$ cat config.mk
export PLATFORM = sky130hd
export DESIGN_NAME = pfchk_top
export DESIGN_NICKNAME = d
export VERILOG_FILES = /design/src/rtl/pfchk_pkg.sv /design/src/rtl/pfchk_decode.sv /design/src/rtl/pfchk_slot_track.sv /design/src/rtl/pfchk_top.sv
export SDC_FILE = /design/constraint.sdc
export NUM_CORES = 1
export LEC_CHECK = 0
export ABC_CLOCK_PERIOD_IN_PS = 2500
export BUFFER_PORTS_ARGS = -buffer_cell sky130_fd_sc_hd__buf_2
export CORE_ASPECT_RATIO = 0.8
export CORE_UTILIZATION = 40
export CTS_CLUSTER_SIZE = 10
export DETAILED_ROUTE_END_ITERATION = 10
export GPL_TIMING_DRIVEN = 0
export HOLD_SLACK_MARGIN = 0.1
export PLACE_DENSITY = 0.89
export SLEW_MARGIN = 0
export SYNTH_ARGS = -nofsm -noshare
export SYNTH_HDL_FRONTEND = slang
export SYNTH_SLANG_ARGS = --single-unit
$ cat constraint.sdc
create_clock -name clk -period 2.5 [get_ports clk]
set_input_delay 0.125 -clock clk [delete_from_list [all_inputs] [get_ports clk]]
set_output_delay 0.125 -clock clk [all_outputs]
set_load 0.01 [all_outputs]
$ cat src/rtl/pfchk_pkg.sv
package pfchk_pkg;

  localparam int SLOT_W = 64;
  localparam int OPC_W  = 8;
  localparam int REG_W  = 4;
  localparam int OFF_W  = 16;
  localparam int IMM_W  = 32;
  localparam int RSN_W  = 3;

  typedef enum logic [RSN_W-1:0] {
    RSN_OK      = 3'd0,
    RSN_BAD_OPC = 3'd1,
    RSN_BAD_REG = 3'd2,
    RSN_RSVD    = 3'd3,
    RSN_BAD_IMM = 3'd4,
    RSN_TRUNC   = 3'd5
  } reason_e;

  typedef enum logic [2:0] {
    CL_LD    = 3'd0,
    CL_LDX   = 3'd1,
    CL_ST    = 3'd2,
    CL_STX   = 3'd3,
    CL_ALU   = 3'd4,
    CL_JMP   = 3'd5,
    CL_JMP32 = 3'd6,
    CL_ALU64 = 3'd7
  } class_e;

  typedef enum logic [1:0] {
    IMMR_ANY    = 2'd0,
    IMMR_SWAP   = 2'd1,
    IMMR_ATOMIC = 2'd2
  } immrule_e;

  typedef struct packed {
    logic [IMM_W-1:0] imm;
    logic [OFF_W-1:0] off;
    logic [REG_W-1:0] src;
    logic [REG_W-1:0] dst;
    logic [OPC_W-1:0] opc;
  } slot_t;

  typedef struct packed {
    logic     known;
    logic     dst_used;
    logic     src_used;
    logic     off_used;
    logic     imm_used;
    immrule_e rule;
    logic     wide;
  } shape_t;

  localparam logic [OPC_W-1:0] OPC_WIDE = 8'h18;

  // Field usage and legality of one opcode, chosen by class first.
  function automatic shape_t op_shape(input logic [OPC_W-1:0] opc);
    shape_t     s;
    logic [3:0] op;
    logic       regsrc;
    logic       j32;
    s      = '0;
    op     = opc[7:4];
    regsrc = opc[3];
    j32    = (opc[2:0] == CL_JMP32);
    case (opc[2:0])
      CL_ALU, CL_ALU64: begin
        if (op <= 4'hc) begin
          s.dst_used = 1'b1;
          if (op == 4'h8) begin
            s.known = !regsrc;
          end else begin
            s.known    = 1'b1;
            s.src_used = regsrc;
            s.imm_used = !regsrc;
          end
        end else if (op == 4'hd && opc[2:0] == CL_ALU) begin
          s.known    = 1'b1;
          s.dst_used = 1'b1;
          s.imm_used = 1'b1;
          s.rule     = IMMR_SWAP;
        end
      end
      CL_JMP, CL_JMP32: begin
        case (op)
          4'h0: begin
            s.known    = !regsrc && !j32;
            s.off_used = 1'b1;
          end
          4'h8: begin
            s.known    = !regsrc && !j32;
            s.imm_used = 1'b1;
          end
          4'h9: s.known = !regsrc && !j32;
          4'h1, 4'h2, 4'h3, 4'h4, 4'h5, 4'h6, 4'h7,
          4'ha, 4'hb, 4'hc, 4'hd: begin
            s.known    = 1'b1;
            s.dst_used = 1'b1;
            s.off_used = 1'b1;
            s.src_used = regsrc;
            s.imm_used = !regsrc;
          end
          default: s.known = 1'b0;
        endcase
      end
      CL_LD: begin
        if (opc == OPC_WIDE) begin
          s.known    = 1'b1;
          s.dst_used = 1'b1;
          s.imm_used = 1'b1;
          s.wide     = 1'b1;
        end
      end
      CL_LDX: begin
        if (opc[7:5] == 3'b011) begin
          s.known    = 1'b1;
          s.dst_used = 1'b1;
          s.src_used = 1'b1;
          s.off_used = 1'b1;
        end
      end
      CL_ST: begin
        if (opc[7:5] == 3'b011) begin
          s.known    = 1'b1;
          s.dst_used = 1'b1;
          s.off_used = 1'b1;
          s.imm_used = 1'b1;
        end
      end
      default: begin
        if (opc[7:5] == 3'b011) begin
          s.known    = 1'b1;
          s.dst_used = 1'b1;
          s.src_used = 1'b1;
          s.off_used = 1'b1;
        end else if (opc == 8'hc3 || opc == 8'hdb) begin
          s.known    = 1'b1;
          s.dst_used = 1'b1;
          s.src_used = 1'b1;
          s.off_used = 1'b1;
          s.imm_used = 1'b1;
          s.rule     = IMMR_ATOMIC;
        end
      end
    endcase
    return s;
  endfunction

  function automatic logic imm_fits(input immrule_e rule, input logic [IMM_W-1:0] imm);
    case (rule)
      IMMR_SWAP:   return imm == 32'd16 || imm == 32'd32 || imm == 32'd64;
      IMMR_ATOMIC: return imm inside {32'h00, 32'h01, 32'h40, 32'h41, 32'h50,
                                      32'h51, 32'ha0, 32'ha1, 32'he1, 32'hf1};
      default:     return 1'b1;
    endcase
  endfunction

  function automatic logic unused_nonzero(input shape_t s, input slot_t t);
    return (!s.dst_used && t.dst != '0) || (!s.src_used && t.src != '0) ||
           (!s.off_used && t.off != '0) || (!s.imm_used && t.imm != '0);
  endfunction

  function automatic logic cont_clear(input slot_t t);
    return t.opc == '0 && t.dst == '0 && t.src == '0 && t.off == '0;
  endfunction

endpackage

$ cat src/rtl/pfchk_decode.sv
module pfchk_decode
  import pfchk_pkg::*;
#(
  parameter int NUM_REGS = 11
) (
  input  slot_t  slot_i,
  output shape_t shape_o,
  output logic   bad_reg_o,
  output logic   rsvd_nz_o,
  output logic   imm_bad_o
);

  always_comb begin
    shape_o   = op_shape(slot_i.opc);
    bad_reg_o = (int'(slot_i.dst) >= NUM_REGS) || (int'(slot_i.src) >= NUM_REGS);
    rsvd_nz_o = unused_nonzero(shape_o, slot_i);
    imm_bad_o = !imm_fits(shape_o.rule, slot_i.imm);
  end

endmodule

$ cat src/rtl/pfchk_slot_track.sv
module pfchk_slot_track (
  input  logic clk,
  input  logic rst_n,
  input  logic strobe_i,
  input  logic wide_i,
  input  logic last_i,
  output logic pend_o
);

  always_ff @(posedge clk) begin
    if (!rst_n) begin
      pend_o <= 1'b0;
    end else if (strobe_i) begin
      pend_o <= pend_o ? 1'b0 : (wide_i && !last_i);
    end
  end

endmodule

$ cat src/rtl/pfchk_top.sv
module pfchk_top
  import pfchk_pkg::*;
#(
  parameter int NUM_REGS = 11
) (
  input  logic              clk,
  input  logic              rst_n,
  input  logic              in_valid,
  input  logic [SLOT_W-1:0] in_slot,
  input  logic              in_last,
  output logic              out_valid,
  output logic              out_legal,
  output logic [RSN_W-1:0]  out_reason,
  output logic              out_cont
);

  slot_t   slot;
  shape_t  shape;
  logic    bad_reg, rsvd_nz, imm_bad;
  logic    pend_q;
  logic    ev_cont, ev_trunc;
  reason_e reason_d;

  assign slot = slot_t'(in_slot);

  pfchk_decode #(.NUM_REGS(NUM_REGS)) u_dec (
    .slot_i    (slot),
    .shape_o   (shape),
    .bad_reg_o (bad_reg),
    .rsvd_nz_o (rsvd_nz),
    .imm_bad_o (imm_bad)
  );

  pfchk_slot_track u_trk (
    .clk      (clk),
    .rst_n    (rst_n),
    .strobe_i (in_valid),
    .wide_i   (shape.wide),
    .last_i   (in_last),
    .pend_o   (pend_q)
  );

  assign ev_cont  = in_valid && pend_q;
  assign ev_trunc = in_valid && !pend_q && shape.wide && in_last;

  always_comb begin
    if (pend_q)             reason_d = cont_clear(slot) ? RSN_OK : RSN_RSVD;
    else if (!shape.known)  reason_d = RSN_BAD_OPC;
    else if (bad_reg)       reason_d = RSN_BAD_REG;
    else if (rsvd_nz)       reason_d = RSN_RSVD;
    else if (imm_bad)       reason_d = RSN_BAD_IMM;
    else if (shape.wide && in_last) reason_d = RSN_TRUNC;
    else                    reason_d = RSN_OK;
  end

  always_ff @(posedge clk) begin
    if (!rst_n) begin
      out_valid  <= 1'b0;
      out_legal  <= 1'b0;
      out_reason <= RSN_OK;
      out_cont   <= 1'b0;
    end else begin
      out_valid <= in_valid;
      if (in_valid) begin
        out_legal  <= (reason_d == RSN_OK);
        out_reason <= reason_d;
        out_cont   <= ev_cont;
      end
    end
  end

endmodule

==> results.toml <==
[timing]
fmax_ghz = 0.515
period_share_pct = 77.7
hold_viol = 0
relSlewSlack_pct = 63.7
setup_tns_ns = 0
setup_viol = 0
clock_skew_ns = 0.00356
fin_ws_ns = 0.558
fin_crit_ns = 1.94
rsz0062_at_grt = "false"
holdWs_ns = 0.135
slew_viol_final = 0
tightest_slew_ns = 0.540

[hold_path]
min_path_cells = 2
hold_start = "rst_n"
hold_path.class = "in -> reg"

[floorplanning]
coreArea_mm2 = 0.00223
die_h_um = 46.2
rows = 15
fp.dieArea_mm2 = 0.00264
num_io_pins = 74
die_w_um = 57.2
start_util_pct = 43.7

[yosys]
synth.distinct_cells = 49
synth_warnings = 0
ys_ff_latch = 7
synthTopCellsByCount = "nor4_1, a21oi_1, nor2_1"
yosysMostFrequentCell = "nor4_1"
synth_cells = 135
netlist.area_leader.share_pct = 14.4
synth_flop_cell = "dfxtp_1"
synth_top_area_cell = "dfxtp_1"
async_flop_share_pct = 0
ys_seq_area_share_pct = 14.4
syn-cell-area_um2 = 976
synth_edf_count = 0
synth_area_per_cell_um2 = 7.23
synth.area.top_cells = "dfxtp_1, nor4_1, a21oi_1, nor2_1, o21ai_0"
syn_nets = 203

[power]
p_int_w = 0.000266
pwr-share-clk_pct = 24.9
switching_power_w = 0.000133
fin_total_pwr_w = 0.000399
p_seq_share_pct = 29.7
ir_drop_mv = 0.315
swShare_pct = 33.2
p_leak_nw = 0.616
power_density_mw_per_mm2 = 289
p_comb_share_pct = 45.4

[worst_setup_path]
cp.arrival_ns = 2.08
crit_path_end_kind = "register"
critPathLaunch = "in_slot[5]"
reg2reg_depth = 5
start_kind = "input port"
crit_required_ns = 2.64
path_class = "in -> reg"
reg2reg_from = "u_trk.pend_o"
critPathMaxFanout = 10

[finish]
drive_gt1_share_pct = 40.9
syn2layout_area_growth_pct = 41.3
diodes = 0
fin_nets = 277
post-route-util_pct = 61.7

[clocking]
cts_buffer_depth = 2
htreeDepth = 1
clk_latency_ns = 0.25
numCtsBuffers = 3
cts_hold_buf = 0
post_cts_buffers = 0
tritoncts = "done"
clkTransAtPathRegs_ns = 0.05
cts-root-buf = "clkbuf_4"
cts_resized = 0
cts_sinks = 7

[drt]
drc_errors = 16
drtIter0Drc = 55
wl_um = 2770
antenna_left = 0
firstDrtPassIters = 7
num_vias = 1347
viasPerCell = 5.78
post_drt_wl_per_cell_um = 11.9

[global_route]
grt_pass1_wl_um = 4110
grt_usage_pct = 19.8
grt_pass1_vias = 1041
antenna_found_initial = 0
globalRouteOverflowTotal = 0
grt_max_degree = 11

[outcome]
status = "finished with violations"
violations = "design-rule violations"

[placed_design]
gp_congestion = 0.913
hpwl_um = 2330
io_buffers = 69
dpl_worst_slack_ns = 0.341

[job]
maxCapViolCount = 0
cell usage in the layout (no fill, tap or decap), types with 2 or more instances in the layout:
master,count
a21oi_1,11
a21o_1,2
nor4_1,16
nor3_1,4
a211oi_1,2
nand4_1,4
and2_1,2
clkbuf_4,3
clkbuf_1,2
dfxtp_1,7
o2111ai_1,3
buf_2,73
or4_1,2
and3b_1,2
o21a_1,2
o21ai_0,8
xor2_1,2
nand2_1,6
inv_1,7
nor2b_1,2
nand3_1,6
nor2_1,11
xnor2_1,2
nand2b_1,3
logic make-up after synthesis:
| family | share of synthesized area [%] |
|---|---|
| and+or+nand+nor | 40.0 |
| AOI/OAI and AO/OA | 32.3 |
| buffers and inverters | 7.05 |
| DFF | 14.4 |
| xor gates and xnor gates | 5.26 |
| muxes | 1.03 |
layout make-up:
cell class              instances  area, µm²
multi-input cells             114        767
plain buffers                   7       42.5
well taps                      25       31.3
inverters                       7       26.3
fillers                       208        855
flip-flops and latches          7        140
clock buffers                   4       26.3
repair buffers                 69        345
final timing paths:
check	to	slack (ns)
worst max register to register	out_legal	1.20
worst min-delay path	out_reason[0]	0.13
worst min register to register	out_reason[2]	0.47
worst max-delay path	out_reason[1]	0.56
sequential cells by signal (all words and copies together), names as in the netlist:
signal / flops
out_cont: 1
out_legal: 1
out_reason: 3
u_trk.pend_o: 1
out_valid: 1
stage by stage:
stage                     instance area (µm²)  cells
final                                    1380    233
after global routing                     1380    233
after CTS                                1380    233
after detailed placement                 1350    229
after global placement                   1350    229
after floorplan                           976    135
critical path: stages:
cell     delay [ns]
buf_2          0.11
buf_6          0.13
nor4_1         0.39
nand4_1        0.24
nand3_1        0.15
nor4_1         0.08
nor4_1         0.47
a21oi_1        0.14
o221a_1        0.23
routing by layer:
| metal | track usage, % | routed length [µm] | share of wire [%] |
|---|---|---|---|
| met1 | 25.7 | 1300 | 47 |
| met3 | 3.65 | 223 | 8.0 |
| met5 | 0 | 0 | 0 |
| met4 | 0 | 0 | 0 |
| met2 | 36.9 | 1250 | 45 |
power by group through the flow:
stage               clock network (W)   logic, W  registers [W]
finish                      0.0000993   0.000181       0.000118
global route                 0.000113   0.000198       0.000118
CTS                          0.000103   0.000180       0.000118
detailed placement                  0   0.000180       0.000120
global placement                    0   0.000176       0.000120
floorplan                           0  0.0000996       0.000123
No activity file was read; power rests on OpenSTA's default activity.
